--- src/rtl/sw_ctrl_pkg.sv ---
package sw_ctrl_pkg;
  localparam int ST_W = 3;
  typedef logic [ST_W-1:0] st_code_t;

  typedef struct packed {
    st_code_t clear;
    st_code_t zero;
    st_code_t start;
    st_code_t count;
    st_code_t stop;
    st_code_t stopped;
  } st_map_t;

  localparam st_map_t DEF_MAP = '{
    clear:   3'd0,
    zero:    3'd1,
    start:   3'd2,
    count:   3'd3,
    stop:    3'd4,
    stopped: 3'd5
  };
endpackage

--- src/rtl/sw_next.sv ---
module sw_next
  import sw_ctrl_pkg::*;
#(
  parameter st_map_t MAP = DEF_MAP
) (
  input  st_code_t cur,
  input  logic     btn,
  input  logic     clr_sw,
  output st_code_t nxt
);
  always_comb begin
    if (cur == MAP.clear) begin
      if (clr_sw)   nxt = MAP.zero;
      else if (btn) nxt = MAP.start;
      else          nxt = MAP.clear;
    end else if (cur == MAP.zero) begin
      if (btn && !clr_sw) nxt = MAP.start;
      else                nxt = MAP.zero;
    end else if (cur == MAP.start) begin
      nxt = btn ? MAP.start : MAP.count;
    end else if (cur == MAP.count) begin
      nxt = btn ? MAP.stop : MAP.count;
    end else if (cur == MAP.stop) begin
      nxt = btn ? MAP.stop : MAP.stopped;
    end else if (cur == MAP.stopped) begin
      if (clr_sw)   nxt = MAP.zero;
      else if (btn) nxt = MAP.start;
      else          nxt = MAP.stopped;
    end else begin
      nxt = MAP.clear;  // unused code: fall back to power-on state
    end
  end
endmodule

--- src/rtl/sw_decode.sv ---
module sw_decode
  import sw_ctrl_pkg::*;
#(
  parameter st_map_t MAP = DEF_MAP
) (
  input  st_code_t cur,
  output logic     cnt_en,
  output logic     cnt_clr
);
  localparam int NRUN = 2;
  localparam int NZRO = 2;
  localparam st_code_t RUN_SET [NRUN] = '{MAP.start, MAP.count};
  localparam st_code_t ZRO_SET [NZRO] = '{MAP.clear, MAP.zero};

  logic [NRUN-1:0] run_hit;
  logic [NZRO-1:0] zro_hit;

  for (genvar i = 0; i < NRUN; i++) begin : g_run
    assign run_hit[i] = (cur == RUN_SET[i]);
  end
  for (genvar j = 0; j < NZRO; j++) begin : g_zro
    assign zro_hit[j] = (cur == ZRO_SET[j]);
  end

  assign cnt_en  = |run_hit;
  assign cnt_clr = |zro_hit;
endmodule

--- src/rtl/stopwatch_ctrl.sv ---
module stopwatch_ctrl
  import sw_ctrl_pkg::*;
#(
  parameter st_map_t MAP = DEF_MAP
) (
  input  logic            clk,
  input  logic            rst,
  input  logic            btn,
  input  logic            clr_sw,
  output logic [ST_W-1:0] state_q,
  output logic            cnt_en,
  output logic            cnt_clr
);
  st_code_t cur_q;
  st_code_t nxt;

  sw_next #(.MAP(MAP)) u_next (
    .cur    (cur_q),
    .btn    (btn),
    .clr_sw (clr_sw),
    .nxt    (nxt)
  );

  always_ff @(posedge clk) begin
    if (rst) cur_q <= MAP.clear;
    else     cur_q <= nxt;
  end

  sw_decode #(.MAP(MAP)) u_dec (
    .cur     (cur_q),
    .cnt_en  (cnt_en),
    .cnt_clr (cnt_clr)
  );

  assign state_q = cur_q;
endmodule

--- config.mk ---
export PLATFORM = sky130hd
export DESIGN_NAME = stopwatch_ctrl
export DESIGN_NICKNAME = d
export VERILOG_FILES = /design/src/rtl/sw_ctrl_pkg.sv /design/src/rtl/sw_next.sv /design/src/rtl/sw_decode.sv /design/src/rtl/stopwatch_ctrl.sv
export SDC_FILE = /design/constraint.sdc
export NUM_CORES = 1
export LEC_CHECK = 0
export ABC_AREA = 1
export BUFFER_PORTS_ARGS = -buffer_cell sky130_fd_sc_hd__buf_2
export CAP_MARGIN = 20
export CORE_AREA = 2 2 39 41
export DETAILED_ROUTE_END_ITERATION = 10
export DIE_AREA = 0 0 41 43
export GPL_TIMING_DRIVEN = 0
export HOLD_SLACK_MARGIN = 0.06
export PLACE_DENSITY_LB_ADDON = 0.12
export REMOVE_ABC_BUFFERS = 1
export SYNTH_ARGS = -nofsm -noshare
export SYNTH_HDL_FRONTEND = slang
export SYNTH_SLANG_ARGS = --single-unit
--- constraint.sdc ---
create_clock -name clk -period 1.2 [get_ports clk]
set_input_delay 0.24 -clock clk [delete_from_list [all_inputs] [get_ports clk]]
set_output_delay 0.24 -clock clk [all_outputs]
set_load 0.01 [all_outputs]
==> results.yml <==
route:
  drtIter0Drc: 2
  ant_nets: 0
  drc: 0
  wl_per_cell_um: 8.11
  firstDrtPassIters: 3
  vias_per_cell: 3.89
  finalWirelength_um: 511
  vias: 245
timing:
  rsz0062_at_grt: "yes"
  setup_viol: 0
  worstMarginPinSlew_ns: 0.215
  fin_ws_ns: 0.0265
  hold_viol: 0
  fin_worst_skew_ns: 0.000154
  report.final.slew_viol_count: 0
  tns_ns: 0
  period_share_pct: 97.8
  timing.slew.headroom_pct: 85.6
  fmax_mhz: 852
  hold_slack_ns: 0.167
  period_minus_slack_ns: 1.17
cts:
  path_clk_slew_ns: 0.04
  clockRootBuffer: "clkbuf_4"
  clk_latency_ns: 0.23
  postCtsSetupBuffers: 0
  clock-sinks: 3
  cts-buffers-inserted: 3
  htree_levels: 1
  cts_tree: "built"
  cts.path.max_buffers: 2
yosys:
  ys_warn_count: 0
  synth.distinct_cells: 11
  ys_seq_elements: 3
  syn_area_um2: 201
  syn_avg_cell_area_um2: 5.76
  netlist_instances: 35
  yosysSeqAreaShare_pct: 29.8
job:
  drv_cap: 0
final_layout:
  largest_reg_flops: 3
  stdcell_area_um2: 293
  nets: 52
  drive_gt1_share_pct: 40.4
  fin_util_pct: 21.2
  final_common_cell: "nand2_1"
  final_cell_mix: "nand2_1, buf_2, nand3_1, nor2_1"
  instances_no_fill: 63
  num_antenna_cells: 0
  syn_to_final_growth_pct: 45.3
worst_hold_path:
  hold_class: "in -> reg"
global_routing:
  grt_pass1_wl_um: 828
  overflow: 0
  antenna_found_initial: 0
  grt_pass1_vias: 212
  grt_usage_pct: 7.22
  grt_max_degree: 8
placement:
  io_buffers: 8
  place_area_um2: 262
  gp_congestion: 0.648
  pre_cts_ws_ns: 0.199
  dp_hpwl_um: 410
  placedCellCount: 59
floorplanning:
  start_util_pct: 14.6
  core_mm2: 0.00138
  ioPinCount: 9
  die_h_um: 43
  die_width_um: 41
  die_area_mm2: 0.00176
  rows: 14
critical_path:
  crit_path_start_kind: "flop"
  cp.arrival_ns: 0.93
  crit_path_max_fanout: 7
  required_ns: 0.96
  worstSetupEndpointType: "primary output"
  critical_path_class: "reg -> out"
outcome:
  status: "complete, no violations"
power_and_ir_drop:
  peakVddDrop_v: 0.000371
  leakage_nw: 0.159
  powerDensity_mw_per_mm2: 1190
  fin_total_pwr_uw: 348
## worst max-delay path: stages (launching register included)
cell and delay (ns):
dfxtp_2 0.35, nor2_2 0.19, buf_2 0.16
## repair_timing
item	4_1_cts	5_1_grt
pin swaps	0	0
hold buffers	0	0
gates resized for setup	2	2
endpoints found under the setup margin	2	2
## cell families after synthesis
family / count (synthesis) / share of synthesized area [%]
AOI/OAI and AO/OA: 3 / 9.32
buffers and inverters: 5 / 9.31
DFF: 3 / 29.8
and+or+nand+nor: 24 / 51.5
## synthesized netlist by cell type
library cell | count | area share [%]
nand2_1 | 12 | 22
inv_1 | 4 | 7.5
nand3_1 | 4 | 9.9
nor2_1 | 4 | 7.5
dfxtp_1 | 3 | 30
a21oi_1 | 2 | 5.0
nand2_2 | 2 | 6.2
a21oi_2 | 1 | 4.3
inv_2 | 1 | 1.9
nor2_2 | 1 | 3.1
nor3_1 | 1 | 2.5
## worst paths after layout
path,startpoint,endpoint,slack [ns],cells after the start
min reg2reg,state_q[2]$_SDFF_PP0_,state_q[2]$_SDFF_PP0_,0.59,4
max,state_q[1]$_SDFF_PP0_,cnt_clr,0.03,2
min,rst,state_q[1]$_SDFF_PP0_,0.17,2
max reg2reg,state_q[0]$_SDFF_PP0_,state_q[1]$_SDFF_PP0_,0.27,4
## metal layers
| layer | GRT usage (%) | wire, µm |
|---|---|---|
| met1 | 8.33 | 240 |
| met2 | 9.69 | 220 |
| met3 | 4.71 | 42 |
| met4 | 4.00 | 8 |
| met5 | 0 | 0 |
## where the power goes
| group | switching (mW) | internal, mW | total [mW] |
|---|---|---|---|
| clock network | 0.0550 | 0.125 | 0.180 |
| logic | 0.0304 | 0.0229 | 0.0532 |
| registers | 0.0104 | 0.104 | 0.115 |
| total | 0.0957 | 0.252 | 0.348 |
## area by class of cell
class | instances | area (µm²)
Fill cell | 174 | 1090
Timing Repair Buffer | 8 | 40.0
Tap cell | 16 | 20.0
Clock buffer | 4 | 26.3
Inverter | 5 | 18.8
Multi-Input combinational cell | 27 | 123
Sequential cell | 3 | 65.1
Power figures use the tool's default switching activity.
